### src/rtl/pscfg_pkg.sv
package pscfg_pkg;

    typedef enum logic [2:0] {
        ST_IDLE,
        ST_PULL,
        ST_RELEASE,
        ST_POLL,
        ST_FETCH,
        ST_SHIFT,
        ST_CHECK,
        ST_TRAIL
    } pscfg_state_e;

    typedef enum logic [1:0] {
        ERR_NONE    = 2'd0,
        ERR_NOSTAT  = 2'd1,
        ERR_TIMEOUT = 2'd2,
        ERR_BOOT    = 2'd3
    } pscfg_err_e;

    // Command from the sequencer to the bit shifter
    typedef struct packed {
        logic       clr;
        logic       load_byte;
        logic       load_trail;
        logic [7:0] byte_val;
    } ser_cmd_t;

    // Whole system cycles covering a span in nanoseconds, rounded up, minimum 1
    function automatic int unsigned ns_to_cycles(input longint unsigned hz,
                                                 input longint unsigned ns);
        longint unsigned prod;
        longint unsigned cyc;
        prod = hz * ns;
        cyc  = (prod + 64'd999_999_999) / 64'd1_000_000_000;
        if (cyc == 0) cyc = 1;
        return int'(cyc);
    endfunction

endpackage

### src/rtl/pscfg_delay.sv
module pscfg_delay #(
    parameter int unsigned W = 8
) (
    input  logic         clk,
    input  logic         rst,
    input  logic         load,
    input  logic [W-1:0] init,
    output logic         expired
);
    logic [W-1:0] cnt_q;

    always_ff @(posedge clk) begin
        if (rst) begin
            cnt_q <= '0;
        end else if (load) begin
            cnt_q <= init;
        end else if (cnt_q != '0) begin
            cnt_q <= cnt_q - 1'b1;
        end
    end

    assign expired = (cnt_q == '0);

endmodule

### src/rtl/pscfg_serializer.sv
module pscfg_serializer
    import pscfg_pkg::*;
#(
    parameter int unsigned HALF_CYC     = 2,
    parameter int unsigned TRAIL_PULSES = 12
) (
    input  logic     clk,
    input  logic     rst,
    input  ser_cmd_t cmd,
    output logic     dclk_o,
    output logic     dout_o,
    output logic     idle_o
);
    localparam int unsigned HCW = (HALF_CYC > 1) ? $clog2(HALF_CYC) : 1;
    localparam int unsigned HW  = $clog2(2 * TRAIL_PULSES + 16);

    logic           busy_q;
    logic           dclk_q;
    logic           dout_q;
    logic           is_byte_q;
    logic [6:0]     shreg_q;
    logic [HW-1:0]  halves_q;
    logic [HCW-1:0] hcnt_q;

    always_ff @(posedge clk) begin
        if (rst || cmd.clr) begin
            busy_q    <= 1'b0;
            dclk_q    <= 1'b0;
            dout_q    <= 1'b0;
            is_byte_q <= 1'b0;
            shreg_q   <= '0;
            halves_q  <= '0;
            hcnt_q    <= '0;
        end else if (cmd.load_byte) begin
            // low half of bit 0 starts now, 15 more halves follow
            busy_q    <= 1'b1;
            dclk_q    <= 1'b0;
            dout_q    <= cmd.byte_val[0];
            shreg_q   <= cmd.byte_val[7:1];
            halves_q  <= HW'(15);
            hcnt_q    <= HCW'(HALF_CYC - 1);
            is_byte_q <= 1'b1;
        end else if (cmd.load_trail) begin
            // start low so that every trailing pulse has its own rising edge
            busy_q    <= 1'b1;
            dclk_q    <= 1'b0;
            dout_q    <= 1'b0;
            halves_q  <= HW'(2 * TRAIL_PULSES);
            hcnt_q    <= HCW'(HALF_CYC - 1);
            is_byte_q <= 1'b0;
        end else if (busy_q) begin
            if (hcnt_q != '0) begin
                hcnt_q <= hcnt_q - 1'b1;
            end else if (halves_q == '0) begin
                busy_q <= 1'b0;
            end else begin
                dclk_q   <= ~dclk_q;
                halves_q <= halves_q - 1'b1;
                hcnt_q   <= HCW'(HALF_CYC - 1);
                if (dclk_q && is_byte_q) begin
                    dout_q  <= shreg_q[0];
                    shreg_q <= {1'b0, shreg_q[6:1]};
                end
            end
        end
    end

    assign dclk_o = dclk_q;
    assign dout_o = dout_q;
    assign idle_o = ~busy_q;

    // data does not move on the rising clock edge
    a_r5_data_stable: assert property (@(posedge clk) disable iff (rst)
        $rose(dclk_q) |-> $stable(dout_q));

    // a phase cannot end before its half-period count has run out
    a_r6_phase_len: assert property (@(posedge clk) disable iff (rst)
        ($past(busy_q) && ($past(hcnt_q) != '0) &&
         !$past(cmd.load_byte || cmd.load_trail || cmd.clr)) |-> $stable(dclk_q));

endmodule

### src/rtl/pscfg_master.sv
module pscfg_master
    import pscfg_pkg::*;
#(
    parameter int unsigned CLK_HZ        = 100_000_000,
    parameter int unsigned DCLK_HALF_CYC = 2,
    parameter int unsigned HOLD_NS       = 2_000,
    parameter int unsigned TIMEOUT_NS    = 100_000_000,
    parameter int unsigned TRAIL_PULSES  = 12,
    parameter int unsigned CNT_W         = 24
) (
    input  logic             clk,
    input  logic             rst,
    input  logic             start_i,
    input  logic [CNT_W-1:0] byte_count_i,
    input  logic [7:0]       data_i,
    input  logic             valid_i,
    output logic             ready_o,
    input  logic             abort_i,
    output logic             nconfig_o,
    output logic             dclk_o,
    output logic             data_o,
    input  logic             nstatus_i,
    input  logic             conf_done_i,
    output logic             busy_o,
    output logic             done_o,
    output logic [1:0]       err_o
);
    localparam int unsigned HOLD_CYC = ns_to_cycles(CLK_HZ, HOLD_NS);
    localparam int unsigned TMO_CYC  = ns_to_cycles(CLK_HZ, TIMEOUT_NS);
    localparam int unsigned MAX_CYC  = (TMO_CYC > HOLD_CYC) ? TMO_CYC : HOLD_CYC;
    localparam int unsigned TW       = $clog2(MAX_CYC + 1);

    pscfg_state_e     state_q, state_d;
    pscfg_err_e       err_q;
    logic             done_q;
    logic [CNT_W-1:0] left_q;

    logic             tmr_ld;
    logic [TW-1:0]    tmr_init;
    logic             tmr_exp;
    ser_cmd_t         cmd;
    logic             ser_idle;

    pscfg_delay #(.W(TW)) u_delay (
        .clk     (clk),
        .rst     (rst),
        .load    (tmr_ld),
        .init    (tmr_init),
        .expired (tmr_exp)
    );

    pscfg_serializer #(
        .HALF_CYC     (DCLK_HALF_CYC),
        .TRAIL_PULSES (TRAIL_PULSES)
    ) u_ser (
        .clk    (clk),
        .rst    (rst),
        .cmd    (cmd),
        .dclk_o (dclk_o),
        .dout_o (data_o),
        .idle_o (ser_idle)
    );

    always_comb begin
        state_d      = state_q;
        tmr_ld       = 1'b0;
        tmr_init     = '0;
        cmd          = '0;
        cmd.clr      = (state_q == ST_IDLE);
        cmd.byte_val = data_i;
        unique case (state_q)
            ST_IDLE: begin
                if (start_i) begin
                    state_d  = ST_PULL;
                    tmr_ld   = 1'b1;
                    tmr_init = TW'(HOLD_CYC - 1);
                end
            end
            ST_PULL: begin
                if (tmr_exp) begin
                    if (!nstatus_i) begin
                        state_d  = ST_RELEASE;
                        tmr_ld   = 1'b1;
                        tmr_init = TW'(HOLD_CYC - 1);
                    end else begin
                        state_d = ST_IDLE;
                    end
                end
            end
            ST_RELEASE: begin
                if (tmr_exp) begin
                    state_d  = ST_POLL;
                    tmr_ld   = 1'b1;
                    tmr_init = TW'(TMO_CYC - 1);
                end
            end
            ST_POLL: begin
                if (nstatus_i) begin
                    state_d = (left_q == '0) ? ST_CHECK : ST_FETCH;
                end else if (tmr_exp) begin
                    state_d = ST_IDLE;
                end
            end
            ST_FETCH: begin
                if (abort_i) begin
                    state_d = ST_IDLE;
                end else if (valid_i) begin
                    cmd.load_byte = 1'b1;
                    state_d       = ST_SHIFT;
                end
            end
            ST_SHIFT: begin
                if (ser_idle) begin
                    state_d = (left_q == '0) ? ST_CHECK : ST_FETCH;
                end
            end
            ST_CHECK: begin
                if (conf_done_i) begin
                    cmd.load_trail = 1'b1;
                    state_d        = ST_TRAIL;
                end else begin
                    state_d = ST_IDLE;
                end
            end
            ST_TRAIL: begin
                if (ser_idle) begin
                    state_d = ST_IDLE;
                end
            end
            default: state_d = ST_IDLE;
        endcase
    end

    always_ff @(posedge clk) begin
        if (rst) begin
            state_q <= ST_IDLE;
            err_q   <= ERR_NONE;
            done_q  <= 1'b0;
            left_q  <= '0;
        end else begin
            state_q <= state_d;
            unique case (state_q)
                ST_IDLE: begin
                    if (start_i) begin
                        err_q  <= ERR_NONE;
                        done_q <= 1'b0;
                        left_q <= byte_count_i;
                    end
                end
                ST_PULL: begin
                    if (tmr_exp && nstatus_i) err_q <= ERR_NOSTAT;
                end
                ST_POLL: begin
                    if (!nstatus_i && tmr_exp) err_q <= ERR_TIMEOUT;
                end
                ST_FETCH: begin
                    if (abort_i) begin
                        err_q <= ERR_BOOT;
                    end else if (valid_i) begin
                        left_q <= left_q - 1'b1;
                    end
                end
                ST_CHECK: begin
                    if (!conf_done_i) err_q <= ERR_BOOT;
                end
                ST_TRAIL: begin
                    if (ser_idle) done_q <= 1'b1;
                end
                default: ;
            endcase
        end
    end

    assign nconfig_o = (state_q != ST_PULL);
    assign ready_o   = (state_q == ST_FETCH);
    assign busy_o    = (state_q != ST_IDLE);
    assign done_o    = done_q;
    assign err_o     = err_q;

    // idle keeps the request released and offers no stream slot
    a_r1_idle_request: assert property (@(posedge clk) disable iff (rst)
        !busy_o |-> (nconfig_o && !ready_o));

    // after a full idle cycle the link lines are quiet
    a_r1_idle_lines: assert property (@(posedge clk) disable iff (rst)
        (!busy_o && $past(!busy_o)) |-> (!dclk_o && !data_o));

    // the status error appears only when status was seen released
    a_r3_nostat_cause: assert property (@(posedge clk) disable iff (rst)
        (err_q == ERR_NOSTAT && $past(err_q) != ERR_NOSTAT) |-> $past(nstatus_i));

    // the timeout error appears only while status was still held low
    a_r4_timeout_cause: assert property (@(posedge clk) disable iff (rst)
        (err_q == ERR_TIMEOUT && $past(err_q) != ERR_TIMEOUT) |-> !$past(nstatus_i));

    // success is reported with the configuration clock parked low
    a_r8_done_clock_low: assert property (@(posedge clk) disable iff (rst)
        $rose(done_o) |-> (!dclk_o && err_o == 2'd0));

    // one accepted byte closes the stream slot
    a_r10_ready_drop: assert property (@(posedge clk) disable iff (rst)
        (ready_o && valid_i && !abort_i) |=> !ready_o);

    // result is held while idle and not restarted
    a_r11_result_hold: assert property (@(posedge clk) disable iff (rst)
        (!busy_o && !start_i) |=> ($stable(err_o) && $stable(done_o)));

endmodule

### config.mk
export PLATFORM = sky130hd
export DESIGN_NAME = pscfg_master
export DESIGN_NICKNAME = d
export VERILOG_FILES = /design/src/rtl/pscfg_pkg.sv /design/src/rtl/pscfg_delay.sv /design/src/rtl/pscfg_serializer.sv /design/src/rtl/pscfg_master.sv
export SDC_FILE = /design/constraint.sdc
export NUM_CORES = 1
export LEC_CHECK = 0
export BUFFER_PORTS_ARGS = -buffer_cell sky130_fd_sc_hd__buf_2
export CAP_MARGIN = 0
export CORE_MARGIN = 8
export CORE_UTILIZATION = 53
export CTS_CLUSTER_DIAMETER = 80
export DETAILED_ROUTE_END_ITERATION = 8
export GPL_ROUTABILITY_DRIVEN = 0
export PLACE_DENSITY = 0.88
export SYNTH_ARGS = -nofsm -noshare
export SYNTH_HDL_FRONTEND = slang
export SYNTH_SLANG_ARGS = --single-unit
### constraint.sdc
create_clock -name clk -period 1.9 [get_ports clk]
set_input_delay 0.38 -clock clk [delete_from_list [all_inputs] [get_ports clk]]
set_output_delay 0.38 -clock clk [all_outputs]
set_load 0.02 [all_outputs]
==> impl_metrics.json <==
{
  "max_slew_margin_pct": 52.2,
  "cts_sinks": 72,
  "final_util_pct": 75.3,
  "hpwl_um": 8430,
  "htreeDepth": 3,
  "clk_latency_ns": 0.36,
  "clock_power_share_pct": 14.5,
  "fin_skew_ns": 0.00776,
  "yosys-top-cells-area": "dfxtp_1 35%, a21oi_1 5.1%, nand2_1 3.6%, nor2_1 3.6%, nor3_1 2.8%",
  "dieArea_um2": 10800,
  "postSynthAreaPerCell_um2": 8.06,
  "regToRegSetupSlack_ns": -0.16,
  "die_h_um": 104,
  "switching_share_pct": 43.3,
  "synth_cell_types": 69,
  "cap_violations": 0,
  "hold_class": "in2reg",
  "syn-num-nets": 552,
  "via_per_inst": 6.46,
  "port_buffers": 46,
  "hold_path_depth": 3,
  "overflow": 0,
  "drive_gt1_share_pct": 37.0,
  "finalSetupViolations": 19,
  "cts_hold_buf": 0,
  "ant_nets": 0,
  "slew_viol_final": 0,
  "grt_usage_pct": 22.9,
  "path_class": "reg2reg",
  "syn_inst": 508,
  "initial_utilization_pct": 53.8,
  "synth_top_area_share_pct": 35.2,
  "synthTopCellsByCount": "72 x dfxtp_1, 42 x a21oi_1, 39 x nand2_1, 39 x nor2_1, 27 x clkbuf_1",
  "tritoncts": "yes",
  "cts_root_buf": "clkbuf_8",
  "period_needed_ns": 2.06,
  "comb_power_share_pct": 61.6,
  "cts.reportedPaths.clkPinSlew_ns": 0.08,
  "yosys_warnings": 0,
  "powerDensity_nw_per_um2": 1730,
  "crit_path_end": "u_delay.cnt_q[22]",
  "fin_crit_sh_pct": 108,
  "fillers": 462,
  "clock_path_buffers": 2,
  "yosysMostFrequentCell": "dfxtp_1",
  "pre_cts_slack_ns": -0.147,
  "drtIter0Drc": 396,
  "peakVddDrop_v": 0.000987,
  "routed-via-count": 4727,
  "yosys.area.top_type": "dfxtp_1",
  "slowest_delay_ns": 0.44,
  "worst_pin_slew_ns": 0.710,
  "area_growth_pct": 40.0,
  "crit_required_ns": 2.21,
  "cp_max_fo": 4,
  "ys_ff_latch": 72,
  "p_leak_nw": 2.23,
  "worst_slack_ns": -0.155,
  "hold_viol_final": 0,
  "core_area_um2": 7610,
  "die_w_um": 104,
  "fmax_ghz": 0.487,
  "antenna_found_initial": 0,
  "status": "finished with violations",
  "dr.pass1.iters": 6,
  "grt_pass1_vias": 4526,
  "io_pins": 47,
  "power.share.sequential_pct": 23.9,
  "cp_cell_sequence": "inv_1 > ha_2 > nor4b_2 > and4b_2 > a211o_1 > or4_1 > a21oi_2",
  "diodes": 0,
  "wl_um": 14400,
  "worstSetupStartpoint": "u_delay.cnt_q[0]",
  "cts_made_buffers": 9,
  "mappedNetlistArea_um2": 4090,
  "grt_max_degree": 33,
  "switchingPower_mw": 4.29,
  "synth_edf_count": 0,
  "nets": 669,
  "slowest_stage": "or4_1",
  "post-route-cell-area_um2": 5730,
  "rr_startpoint": "u_delay.cnt_q[0]",
  "num_rows": 32,
  "reg2regPathDepth": 7,
  "remaining_drc_errors": 0,
  "failed_checks": "negative setup slack",
  "dpl-instance-area_um2": 4880,
  "critPathLaunchType": "flip-flop",
  "async_flop_share_pct": 0,
  "endpoint_kind": "flip-flop",
  "r2r-end": "u_delay.cnt_q[22]",
  "ys_seq_area_share_pct": 35.2,
  "rsz0062_at_grt": "true",
  "grt_pass1_wl_um": 21000,
  "cp.arrival_ns": 2.36,
  "routedWlPerCell_um": 19.6,
  "ys.flop_type": "dfxtp_1",
  "internal_power_mw": 5.61
}
==> layer usage <==
| metal | GRT usage (%) | part of all wire [%] |
|---|---|---|
| met5 | 0 | 0 |
| met4 | 14.3 | 3.9 |
| met3 | 4.09 | 7.6 |
| met2 | 39.3 | 51 |
| met1 | 25.9 | 38 |
==> power groups by stage <==
stage / Clock [mW] / Combinational (mW) / Sequential, mW
2_1_floorplan: 0 / 3.00 / 2.25
3_3_place_gp: 0 / 4.61 / 2.26
3_5_place_dp: 0 / 4.77 / 2.29
4_1_cts: 1.43 / 5.11 / 2.28
5_1_grt: 1.52 / 6.50 / 2.41
6_report: 1.44 / 6.10 / 2.37
==> cells in the final DEF, fill, tap and decap left out, types with 9 or more instances in the layout <==
master,Yosys,layout
a21oi_2,7,9
o21ai_1,23,20
buf_6,1,10
buf_4,0,74
buf_2,4,45
or3_1,10,9
xnor2_1,12,12
nor3_1,23,17
nor2_1,39,37
clkbuf_8,0,11
nand3_1,13,11
dfxtp_1,72,67
inv_1,11,9
a21oi_1,42,40
a211oi_1,13,11
nand2_1,39,39
o21ai_0,18,17
==> flip-flops by register name (all words and copies together), names as in the netlist <==
name / count
u_ser.halves_q: 6
done_o: 1
u_ser.hcnt_q: 1
left_q: 24
u_delay.cnt_q: 24
u_ser.dout_o: 1
u_ser.dclk_o: 1
state_q: 3
u_ser.is_byte_q: 1
err_o: 2
u_ser.busy_q: 1
u_ser.shreg_q: 7
==> critical path: cells and delay by family, from the launching register on <==
family	cells	cell delay [ns]
simple gates	3	0.87
buf+inv	1	0.09
compound gates	2	0.46
flops	1	0.37
fa+ha+maj	1	0.20
==> cells by family (layout without fill, tap and decap cells) <==
logic type      Yosys count  after routing  synth area share [%]
simple gates            196            196                  26.8
compound gates          165            165                  26.4
flops                    72             72                  35.2
buf+inv                  46            168                  4.52
xor+xnor                 16             16                  3.42
mux                       8              8                  2.08
fa+ha+maj                 5              5                  1.53
==> timing repair <==
action                     in CTS  in global routing
gates cloned                    1                  0
pin swaps                       8                 16
setup endpoints to repair      31                 52
setup buffers                   5                 20
resized for setup              18                 64
==> worst min path at each step <==
stage	start	to	slack, ns
after global placement	u_ser.shreg_q[6]	u_ser.shreg_q[6]	0.47
after global routing	data_i[7]	u_ser.shreg_q[6]	0.27
after detailed placement	u_ser.shreg_q[6]	u_ser.shreg_q[6]	0.48
after CTS	data_i[7]	u_ser.shreg_q[6]	0.25
after floorplan	left_q[11]	left_q[11]	0.46
final	data_i[7]	u_ser.shreg_q[6]	0.27
==> per-stage QoR <==
step           hold WS [ns]  instances  setup TNS, ns  power, mW
2_1_floorplan         0.458        508         -0.893       5.25
3_3_place_gp          0.470        691         -0.810       6.87
3_5_place_dp          0.475        691          -1.74       7.06
4_1_cts               0.249        713          -1.50       8.82
5_1_grt               0.271        732          -3.51       10.4
6_report              0.267        732          -1.61       9.90
==> layout make-up <==
class	instances	area (µm²)	share of cell area (%)
clock buffer	11	151	2.64
tap	102	128	2.23
sequential	72	1460	25.4
inverter	14	60.1	1.05
clock inverter	5	78.8	1.38
multi-input combinational	390	2780	48.5
timing repair buffer	138	1080	18.8
Note: power is estimated with default switching activity, not from simulation.
